## config.mk

```make
export PLATFORM = sky130hd
export DESIGN_NAME = gpio_setclr_regs
export DESIGN_NICKNAME = d
export VERILOG_FILES = /design/src/rtl/gpio_setclr_pkg.sv /design/src/rtl/gsc_in_sync.sv /design/src/rtl/gsc_en_ctrl.sv /design/src/rtl/gsc_rd_mux.sv /design/src/rtl/gpio_setclr_regs.sv
export SDC_FILE = /design/constraint.sdc
export NUM_CORES = 1
export LEC_CHECK = 0
export CAP_MARGIN = 10
export CORE_MARGIN = 2
export CORE_UTILIZATION = 45
export CTS_CLUSTER_DIAMETER = 80
export DETAILED_ROUTE_END_ITERATION = 8
export DONT_BUFFER_PORTS = 1
export SYNTH_ARGS = -nofsm -noshare
export SYNTH_HDL_FRONTEND = slang
export SYNTH_SLANG_ARGS = --single-unit
```

## constraint.sdc

```tcl
create_clock -name clk -period 1.4 [get_ports clk]
set_clock_uncertainty 0.15 [all_clocks]
set_input_delay 0.21 -clock clk [delete_from_list [all_inputs] [get_ports clk]]
set_output_delay 0.21 -clock clk [all_outputs]
set_load 0.005 [all_outputs]
```

## src/rtl/gpio_setclr_pkg.sv

```systemverilog
package gpio_setclr_pkg;

    localparam int NPIN      = 4;
    localparam int WORD_W    = 32;
    localparam int NLANE     = WORD_W / 8;

    localparam int LANE_DATA = 1;
    localparam int LANE_EN   = 2;

    localparam int DATA_LSB  = 8;
    localparam int CLR_LSB   = 16;
    localparam int SET_LSB   = 20;
    localparam int IN_LSB    = 28;

    typedef logic [NPIN-1:0]   pin_vec_t;
    typedef logic [WORD_W-1:0] word_t;
    typedef logic [NLANE-1:0]  lane_n_t;

    typedef struct packed {
        logic     valid;
        pin_vec_t set_bits;
        pin_vec_t clr_bits;
    } en_wr_t;

    typedef struct packed {
        pin_vec_t in_lvl;
        pin_vec_t set_last;
        pin_vec_t clr_last;
        pin_vec_t out_data;
    } rd_fields_t;

    function automatic logic lane_on(lane_n_t be_n, int lane);
        return ~be_n[lane];
    endfunction

    function automatic word_t lane_mask(lane_n_t be_n);
        word_t m;
        for (int i = 0; i < NLANE; i++) begin
            m[i*8 +: 8] = {8{~be_n[i]}};
        end
        return m;
    endfunction

endpackage

```

## src/rtl/gsc_in_sync.sv

```systemverilog
module gsc_in_sync
    import gpio_setclr_pkg::*;
#(
    parameter int STAGES = 2
) (
    input  logic     clk,
    input  logic     rst,
    input  pin_vec_t pin_raw,
    output pin_vec_t pin_cap
);

    pin_vec_t chain [STAGES];

    generate
        for (genvar s = 0; s < STAGES; s++) begin : g_stage
            if (s == 0) begin : g_first
                always_ff @(posedge clk) begin
                    if (rst) chain[s] <= '0;
                    else     chain[s] <= pin_raw;
                end
            end else begin : g_next
                always_ff @(posedge clk) begin
                    if (rst) chain[s] <= '0;
                    else     chain[s] <= chain[s-1];
                end
            end
        end
    endgenerate

    always_ff @(posedge clk) begin
        if (rst) pin_cap <= '0;
        else     pin_cap <= chain[STAGES-1];
    end

endmodule

```

## src/rtl/gsc_en_ctrl.sv

```systemverilog
module gsc_en_ctrl
    import gpio_setclr_pkg::*;
(
    input  logic     clk,
    input  logic     rst,
    input  en_wr_t   en_wr,
    output pin_vec_t en_state,
    output pin_vec_t set_last,
    output pin_vec_t clr_last
);

    pin_vec_t en_next;

    always_comb begin
        en_next = en_state;
        if (en_wr.valid) begin
            en_next = (en_state | en_wr.set_bits) & ~en_wr.clr_bits;
        end
    end

    always_ff @(posedge clk) begin
        if (rst) begin
            en_state <= '0;
            set_last <= '0;
            clr_last <= '0;
        end else begin
            en_state <= en_next;
            if (en_wr.valid) begin
                set_last <= en_wr.set_bits;
                clr_last <= en_wr.clr_bits;
            end
        end
    end

endmodule

```

## src/rtl/gsc_rd_mux.sv

```systemverilog
module gsc_rd_mux
    import gpio_setclr_pkg::*;
(
    input  rd_fields_t fields,
    input  lane_n_t    be_n,
    output word_t      word
);

    word_t raw;

    always_comb begin
        raw = '0;
        raw[DATA_LSB +: NPIN] = fields.out_data;
        raw[CLR_LSB  +: NPIN] = fields.clr_last;
        raw[SET_LSB  +: NPIN] = fields.set_last;
        raw[IN_LSB   +: NPIN] = fields.in_lvl;
        word = raw & lane_mask(be_n);
    end

endmodule

```

## src/rtl/gpio_setclr_regs.sv

```systemverilog
module gpio_setclr_regs
    import gpio_setclr_pkg::*;
#(
    parameter int          ADDR_W      = 8,
    parameter logic [7:0]  DWORD_ADDR  = 8'h64,
    parameter int          SYNC_STAGES = 2
) (
    input  logic              clk,
    input  logic              rst,
    input  logic [ADDR_W-1:0] bus_addr,
    input  logic [3:0]        bus_be_n,
    input  logic [31:0]       bus_wdata,
    input  logic              bus_wr,
    input  logic              bus_rd,
    output logic [31:0]       bus_rdata,
    input  logic [3:0]        pin_in,
    output logic [3:0]        pin_out,
    output logic [3:0]        pin_oe
);

    localparam logic [ADDR_W-1:0] BASE = ADDR_W'(DWORD_ADDR);

    logic       addr_hit;
    en_wr_t     en_wr;
    pin_vec_t   en_state, set_last, clr_last, in_cap;
    pin_vec_t   out_data;
    rd_fields_t fields;
    word_t      rd_word;

    assign addr_hit = (bus_addr[ADDR_W-1:2] == BASE[ADDR_W-1:2]);

    always_comb begin
        en_wr.valid    = bus_wr && addr_hit && lane_on(bus_be_n, LANE_EN);
        en_wr.set_bits = bus_wdata[SET_LSB +: NPIN];
        en_wr.clr_bits = bus_wdata[CLR_LSB +: NPIN];
    end

    always_ff @(posedge clk) begin
        if (rst) begin
            out_data <= '0;
        end else if (bus_wr && addr_hit && lane_on(bus_be_n, LANE_DATA)) begin
            out_data <= bus_wdata[DATA_LSB +: NPIN];
        end
    end

    gsc_en_ctrl u_en (
        .clk      (clk),
        .rst      (rst),
        .en_wr    (en_wr),
        .en_state (en_state),
        .set_last (set_last),
        .clr_last (clr_last)
    );

    gsc_in_sync #(.STAGES(SYNC_STAGES)) u_sync (
        .clk     (clk),
        .rst     (rst),
        .pin_raw (pin_in),
        .pin_cap (in_cap)
    );

    always_comb begin
        fields.in_lvl   = in_cap;
        fields.set_last = set_last;
        fields.clr_last = clr_last;
        fields.out_data = out_data;
    end

    gsc_rd_mux u_mux (
        .fields (fields),
        .be_n   (bus_be_n),
        .word   (rd_word)
    );

    always_ff @(posedge clk) begin
        if (rst) begin
            bus_rdata <= '0;
        end else if (bus_rd) begin
            bus_rdata <= addr_hit ? rd_word : '0;
        end
    end

    assign pin_oe  = en_state;
    assign pin_out = out_data & en_state;

endmodule

```

==> results of run 1 <==
-- repair_timing --
item                                    CTS  global route
endpoints found under the hold margin    44             0
resized for setup                         0             0
endpoints found under the setup margin    0             0
hold buffers                             23             0
-- metrics by stage --
stage | cell area [um2] | cells | util [%] | total power, W | setup slack (ps)
3_5_place_dp | 1728 | 223 | 46.50 | 0.001366 | 70.93
3_3_place_gp | 1728 | 223 | 46.50 | 0.001364 | 108.2
5_1_grt | 2076 | 254 | 55.86 | 0.002429 | 145.5
2_1_floorplan | 1809 | 196 | - | 0.001403 | 240.6
4_1_cts | 2076 | 254 | 55.86 | 0.002350 | 192.8
6_report | 2076 | 254 | 55.86 | 0.002323 | 175.7
-- cell families after synthesis --
kind of cell | Yosys count | share of synthesized area (%)
AND/OR/NAND/NOR | 58 | 20.27
AO/OA/AOI/OAI | 44 | 16.70
buffers and inverters | 34 | 12.56
other | 1 | 0.2139
flip-flops | 44 | 50.25
-- worst paths after layout --
kind / cells past startpoint / slack [ps] / from / end
max: 2 / 180 / u_sync.chain[0][3] / u_sync.chain[1][3]
min: 2 / 10 / bus_wdata[20] / u_en.en_state[0]
max reg2reg: 2 / 180 / u_sync.chain[0][3] / u_sync.chain[1][3]
min reg2reg: 1 / 290 / u_sync.chain[1][2] / u_sync.pin_cap[2]
-- metal layers --
metal,up-vias,share of wire [%]
met5,-,0
met4,0,2.2
met3,8,8.3
met2,59,47
met1,622,43
li1,660,-
-- state kept, by name (all words and copies together), names as in the netlist --
signal	flops
bus_rdata	16
u_sync.chain	8
out_data	4
u_en.clr_last	4
u_en.en_state	4
u_en.set_last	4
u_sync.pin_cap	4
-- cells in the final DEF (no fill, tap or decap) --
cell type and n:
inv_1 5, clkinv_2 1, nor2_1 12, a21oi_1 16, and2_1 4, and4bb_1 2, nor2_2 1, a32oi_1 12
nand4bb_1 3, a221oi_1 2, a221oi_2 2, nor2b_1 12, nand2_1 4, nand4_1 4, clkbuf_8 5, dfxtp_1 44
and4bb_2 3, clkbuf_1 1, nor3b_1 1, buf_12 1, o21ai_1 1, bufinv_16 1, o21ai_0 11, conb_1 16
buf_4 8, dlygate4sd3_1 22, nand3_1 12
-- report_power, final --
| group | switching (W) | internal (W) | total [W] | leakage, nW |
|---|---|---|---|---|
| clock | 0.000386 | 0.000529 | 0.000915 | 0.0552 |
| combinational | 0.0000674 | 0.0000717 | 0.000139 | 0.348 |
| sequential | 0.00000336 | 0.00127 | 0.00127 | 0.356 |
-- Yosys cell counts --
master	n
buf_6	4
buf_4	16
a21oi_1	16
nand2_1	4
buf_2	2
nand3_1	12
nor2_2	1
nand4_1	4
a221oi_2	2
nor3b_1	1
dfxtp_1	44
conb_1	1
and4bb_1	2
a221oi_1	2
nor2_1	12
o21ai_1	1
nor2b_1	12
o21ai_0	11
clkbuf_1	7
inv_1	5
a32oi_1	12
and4bb_2	3
and2_1	4
nand4bb_1	3
-- area by class of cell --
cell class | instances | area (um2) | area share [%]
clock buffers | 6 | 72.57 | 3.496
clock inverters | 2 | 35.03 | 1.688
inverters | 5 | 18.77 | 0.9042
multi-input cells | 118 | 708.2 | 34.12
flip-flops and latches | 44 | 880.8 | 42.44
well taps | 48 | 60.06 | 2.893
repair buffers | 31 | 300.3 | 14.47
==> impl_metrics.py, run 1 <==
metrics = {
    "setup_path": {
        "worst_ep_required_time_ps": 1420,
        "path_cells": "nor2b_1 -> dlygate4sd3_1",
        "arrival_ps": 1250,
        "critPathMaxStageDelay_ps": 550,
        "cp_slowest_cell": "dlygate4sd3_1",
        "path_delay_family": "buffers and inverters",
        "critical_path_buf_inv_count": 1,
        "cp_max_fo": 1,
        "worstSetupStartpointType": "flop",
        "crit_type": "reg2reg",
        "critPathCaptureType": "flop",
    },
    "logic_synthesis": {
        "syn_avg_cell_area_um2": 9.685,
        "synth_cell_types": 24,
        "ys_seq_area_share_pct": 50.25,
        "syn_inst": 181,
        "yosys_warnings": 0,
        "yosys-top-cells-area": "dfxtp_1 50%, buf_4 6.9%, a32oi_1 6.0%",
        "synth_top_cell_by_area": "dfxtp_1",
        "ys_ff_latch": 44,
        "netlist.area_leader.share_pct": 50.25,
        "synth_area_um2": 1753,
    },
    "global_route": {
        "grt.met1_usage_pct": 20.66,
        "antenna_found_initial": 0,
        "met3_usage_pct": 8.518,
        "grt_max_degree": 39,
        "gr-usage-met2_pct": 29.25,
        "grt_pass1_wl_mm": 5.982,
        "overflow": 0,
        "grt_pass1_vias": 1307,
        "top_usage_layer": "met2",
        "grt_usage_pct": 18.24,
    },
    "routing": {
        "drtAntennaViolNets": 0,
        "vias_per_cell": 5.311,
        "num_vias": 1349,
        "routed_wl_mm": 3.721,
        "wire_per_inst_um": 14.65,
        "firstDrtPassIters": 4,
        "drtIter0Drc": 43,
        "drc_errors": 0,
    },
    "sta": {
        "hold_violations": 0,
        "layout_min_cycle_time_ps": 1224,
        "rsz0062_at_grt": "no",
        "whs_ps": 10.22,
        "tns_ps": 0,
        "fmax_ghz": 0.8168,
        "setup_viol": 0,
        "fin_crit_sh_pct": 87.45,
        "slew_violations": 0,
    },
    "placement": {
        "place_congestion": 0.9047,
        "hpwlAfterDp_mm": 2.604,
        "io_buffer_count": 0,
    },
    "cells_and_area": {
        "fill_cells": 331,
        "drive_above_1_share_pct": 10.68,
        "area_delta_synth_final_pct": 18.42,
        "antenna-diode-count": 0,
        "nets": 257,
    },
    "die": {
        "die_height_um": 66.42,
        "die_area_um2": 4411,
        "core_region_area_um2": 3716,
        "start_util_pct": 47.17,
        "die_w_um": 66.42,
        "ios": 92,
        "row_count": 22,
    },
    "cts": {
        "numCtsBuffers": 5,
        "worstSkewPairLatency_ps": 290,
        "ctsRootBufferMaster": "clkbuf_8",
        "clk_path_buf_depth": 2,
        "post-cts-setup-buffers": 0,
        "clk_pin_slew_ps": 70,
        "cts.htree.levels": 2,
        "clock_sinks": 44,
        "cts_tree": "built",
    },
    "worst_hold_path": {
        "hold_class": "in2reg",
    },
    "run_status": {
        "outcome": "complete, no violations",
    },
    "pwr": {
        "power.density_nw_per_um2": 1119,
        "leakage_nw": 0.7595,
        "ir_worst_vdd_uv": 577.4,
    },
    "job": {
        "maxCapViolCount": 0,
    },
}
Note: power is estimated with default switching activity, not from simulation.
==> run 2: changes to the inputs <==
- clock period: 1.4 -> 1.3 ns (I/O delays scaled with it)
==> impl_metrics.py, run 2 (synthesis gave the netlist of run 1 again) <==
metrics = {
    "run_status": {
        "outcome": "complete, but fails checks",
        "violations": "negative hold slack",
    },
    "global_route": {
        "grt_pass1_wl_mm": 6.085,
        "grt_pass1_vias": 1387,
        "overflow": 0,
        "top_usage_layer": "met2",
        "antenna_found_initial": 0,
        "grt.met1_usage_pct": 20.06,
        "gr-usage-met2_pct": 31.00,
        "met3_usage_pct": 7.496,
        "grt_max_degree": 34,
        "grt_usage_pct": 18.47,
    },
    "routing": {
        "routed_wl_mm": 3.724,
        "num_vias": 1390,
        "vias_per_cell": 5.388,
        "drc_errors": 0,
        "drtIter0Drc": 37,
        "firstDrtPassIters": 4,
        "drtAntennaViolNets": 0,
        "wire_per_inst_um": 14.43,
    },
    "pwr": {
        "comb_power_share_pct": 6.3,
        "power.internal_w": 0.001916,
        "ir_worst_vdd_uv": 690.2,
        "power_w": 0.002413,
        "power.density_nw_per_um2": 1145,
        "seqPwrFrac_pct": 56.6,
        "leakage_nw": 0.7847,
        "switchingPower_w": 0.0004968,
        "switching_share_pct": 20.59,
        "clkPwrFrac_pct": 37.1,
    },
    "cts": {
        "clk_path_buf_depth": 2,
        "post-cts-setup-buffers": 0,
        "cts.htree.levels": 2,
        "clk_pin_slew_ps": 70,
        "clock_sinks": 44,
        "numCtsBuffers": 5,
        "worstSkewPairLatency_ps": 290,
        "cts_tree": "built",
        "ctsRootBufferMaster": "clkbuf_8",
    },
    "job": {
        "maxCapViolCount": 0,
    },
    "sta": {
        "slew_violations": 0,
        "tns_ps": 0,
        "fin_crit_sh_pct": 95.17,
        "fmax_ghz": 0.8083,
        "whs_ps": -20.36,
        "hold_violations": 3,
        "layout_min_cycle_time_ps": 1237,
        "rsz0062_at_grt": "no",
        "setup_viol": 0,
    },
    "die": {
        "die_height_um": 66.42,
        "core_region_area_um2": 3716,
        "ios": 92,
        "row_count": 22,
        "die_w_um": 66.42,
        "die_area_um2": 4411,
        "start_util_pct": 47.17,
    },
    "cells_and_area": {
        "regMostFlops": "bus_rdata",
        "fin_cells": 258,
        "top_regs": "bus_rdata x16, u_sync.chain x8",
        "antenna-diode-count": 0,
        "layout_common_cells": "44 x dfxtp_1, 24 x dlygate4sd3_1, 16 x a21oi_1, 16 x conb_1",
        "design_area_um2": 2107,
        "largest_register_ffs": 16,
        "fill_cells": 327,
        "layout_commonest_cell": "dfxtp_1",
        "utilization_pct": 56.70,
        "area_delta_synth_final_pct": 20.20,
        "drive_above_1_share_pct": 11.90,
        "nets": 262,
    },
    "setup_path": {
        "cp_max_fo": 1,
        "worstSetupStartpointType": "flop",
        "crit_type": "reg2reg",
        "critPathCaptureType": "flop",
        "worst_ep_required_time_ps": 1330,
        "arrival_ps": 1270,
    },
    "placement": {
        "place_congestion": 0.9138,
        "io_buffer_count": 0,
        "postPlaceCellArea_um2": 1750,
        "hpwlAfterDp_mm": 2.561,
        "dpl.cell_count": 226,
    },
    "worst_hold_path": {
        "hold_class": "in2reg",
    },
}
## run 2: repair_timing
action                     CTS  global route
hold endpoints to repair    44             4
gates resized for setup      0             0
setup endpoints to repair    0             0
hold buffers                24             1
## run 2: final cells by class
class                           count  area [um2]  share of cell area (%)
Sequential cell                    44       880.8                   41.81
Multi-Input combinational cell    118       708.2                   33.61
Timing Repair Buffer               36       342.8                   16.27
Clock buffer                        7       96.34                   4.572
Tap cell                           48       60.06                   2.850
Inverter                            5       18.77                  0.8907
## run 2: final timing paths
check | depth (start not counted) | endpoint | slack, ps | start
setup / recovery | 2 | u_sync.pin_cap[3] | 60 | u_sync.chain[1][3]
hold / removal | 3 | bus_rdata[30] | -20 | bus_rd
setup reg to reg | 2 | u_sync.pin_cap[3] | 60 | u_sync.chain[1][3]
hold reg to reg | 1 | u_sync.chain[1][3] | 300 | u_sync.chain[0][3]
## run 2: metal layers
metal  vias up  wire, um
met1       648      1569
met4         0        62
met2        66      1775
li1        669         -
met5         -         0
met3         7       317
## run 2: power by group through the flow
| stage | Sequential, W | Clock (W) | Combinational [W] |
|---|---|---|---|
| 2_1_floorplan | 0.00140 | 0 | 0.000115 |
| 3_5_place_dp | 0.00140 | 0 | 0.0000741 |
| 5_1_grt | 0.00137 | 0.000966 | 0.000166 |
| 6_report | 0.00137 | 0.000895 | 0.000152 |
| 4_1_cts | 0.00137 | 0.000915 | 0.000146 |
| 3_3_place_gp | 0.00140 | 0 | 0.0000728 |
## run 2: through the flow
step | hold WS [ps] | worst slack, ps
finish | -20.36 | 62.79
global route | 10.96 | 36.62
CTS | -111.4 | 95.02
detailed placement | 119.8 | 24.79
global placement | 119.3 | 29.55
floorplan | 133.2 | 155.6
## run 2: critical path, stage by stage (launching register included)
cell and delay [ps]:
dfxtp_1 300, nor2b_1 120, dlygate4sd3_1 550
==> run 3: changes to the inputs <==
- PLACE_DENSITY_LB_ADDON: not set -> 0.05
==> impl_metrics.py, run 3 (synthesis gave the netlist of run 1 again) <==
metrics = {
    "worst_hold_path": {
        "hold_class": "in2reg",
    },
    "sta": {
        "worst_slack_ps": 65.29,
        "hold_violations": 0,
        "slew_violations": 0,
        "setup_viol": 0,
        "fin_crit_sh_pct": 94.98,
        "rsz0062_at_grt": "no",
        "layout_min_cycle_time_ps": 1235,
        "tns_ps": 0,
        "fmax_ghz": 0.8099,
    },
    "cts": {
        "cts_tree": "built",
        "clk_pin_slew_ps": 70,
        "post-cts-setup-buffers": 0,
        "clock_sinks": 44,
        "worstSkewPairLatency_ps": 290,
        "clk_path_buf_depth": 2,
        "numCtsBuffers": 5,
        "cts.htree.levels": 2,
        "ctsRootBufferMaster": "clkbuf_8",
    },
    "placement": {
        "pre_cts_slack_ps": 1.601,
        "place_congestion": 0.8282,
        "hpwlAfterDp_mm": 2.573,
        "io_buffer_count": 0,
    },
    "cells_and_area": {
        "fill_cells": 345,
        "layout_commonest_cell": "dfxtp_1",
        "largest_register_ffs": 16,
        "regMostFlops": "bus_rdata",
        "antenna-diode-count": 0,
        "nets": 261,
        "layout_common_cells": "44 x dfxtp_1, 25 x dlygate4sd3_1, 16 x a21oi_1, 16 x conb_1",
        "drive_above_1_share_pct": 10.48,
        "area_delta_synth_final_pct": 19.56,
        "top_regs": "bus_rdata x16, u_sync.chain x8",
    },
    "routing": {
        "routed_wl_mm": 3.854,
        "drtAntennaViolNets": 0,
        "firstDrtPassIters": 4,
        "drtIter0Drc": 45,
        "num_vias": 1380,
        "vias_per_cell": 5.349,
        "drc_errors": 0,
        "wire_per_inst_um": 14.94,
    },
    "pwr": {
        "clkPwrFrac_pct": 36.2,
        "leakage_nw": 0.7770,
        "ir_worst_vdd_uv": 634.5,
        "switchingPower_w": 0.0005066,
        "seqPwrFrac_pct": 57.2,
        "power.density_nw_per_um2": 1138,
        "switching_share_pct": 21.23,
        "comb_power_share_pct": 6.6,
        "power.internal_w": 0.001879,
    },
    "setup_path": {
        "cp_slowest_cell": "dlygate4sd3_1",
        "path_cells": "nor2b_1 -> dlygate4sd3_1",
        "arrival_ps": 1260,
        "path_delay_family": "buffers and inverters",
        "critical_path_buf_inv_count": 1,
        "worst_ep_required_time_ps": 1330,
        "r2r_slack_ps": 70,
        "crit_type": "reg2reg",
        "worstSetupStartpointType": "flop",
        "cp_max_fo": 1,
        "critPathMaxStageDelay_ps": 560,
        "critPathCaptureType": "flop",
    },
    "die": {
        "die_w_um": 66.42,
        "row_count": 22,
        "die_height_um": 66.42,
        "ios": 92,
        "start_util_pct": 47.17,
        "die_area_um2": 4411,
        "core_region_area_um2": 3716,
    },
    "run_status": {
        "outcome": "complete, no violations",
    },
    "global_route": {
        "overflow": 0,
        "grt_pass1_vias": 1415,
        "grt_max_degree": 34,
        "grt_usage_pct": 18.68,
        "grt_pass1_wl_mm": 6.182,
        "antenna_found_initial": 0,
    },
    "job": {
        "maxCapViolCount": 0,
    },
}
==> run 3: cell types whose count changed in the layout (fill, tap and decap cells not counted) <==
cell / change
dlygate4sd3_1: +1
clkbuf_1: +2
buf_4: -2
clkbuf_8: -1
==> run 3: what timing repair did <==
item | 4_1_cts | 5_1_grt
resized for setup | 0 | 0
hold buffers | 26 | 0
hold endpoints to repair | 44 | 0
endpoints found under the setup margin | 0 | 0
==> run 3: per-layer routing <==
metal	GRT usage, %	vias up	routed length [um]
met5	0	-	0
met4	7.653	0	44
met3	8.007	6	332
met2	32.63	55	1882
met1	19.51	655	1593
li1	-	664	-
==> run 3: worst paths after layout <==
kind                      start  depth (start not counted)                end
max          u_sync.chain[1][0]                          2  u_sync.pin_cap[0]
min reg2reg   u_sync.pin_cap[3]                          2      bus_rdata[31]
min                         rst                          2      bus_rdata[30]
max reg2reg  u_sync.chain[1][0]                          2  u_sync.pin_cap[0]
==> run 3: area by class of cell <==
cell class | instances | area, um2 | area share (%)
Timing Repair Buffer | 35 | 337.8 | 16.12
Tap cell | 48 | 60.06 | 2.866
Inverter | 5 | 18.77 | 0.8955
Multi-Input combinational cell | 118 | 708.2 | 33.79
Clock buffer | 8 | 90.09 | 4.299
Sequential cell | 44 | 880.8 | 42.03
==> run 3: power groups by stage <==
stage	sequential [W]	clock [W]	combinational (W)
global placement	0.00140	0	0.0000745
finish	0.00137	0.000863	0.000157
CTS	0.00137	0.000880	0.000154
detailed placement	0.00140	0	0.0000759
global route	0.00137	0.000923	0.000172
floorplan	0.00140	0	0.000115
==> run 3: stage by stage <==
step	hold WS, ps	power [W]	instances	instance area [um2]	utilization [%]
after floorplan	133.2	0.001511	196	1809	-
after global placement	118.0	0.001472	224	1735	46.70
after detailed placement	118.8	0.001474	224	1735	46.70
after CTS	8.344	0.002401	258	2096	56.40
after global routing	22.33	0.002462	258	2096	56.40
final	20.13	0.002386	258	2096	56.40
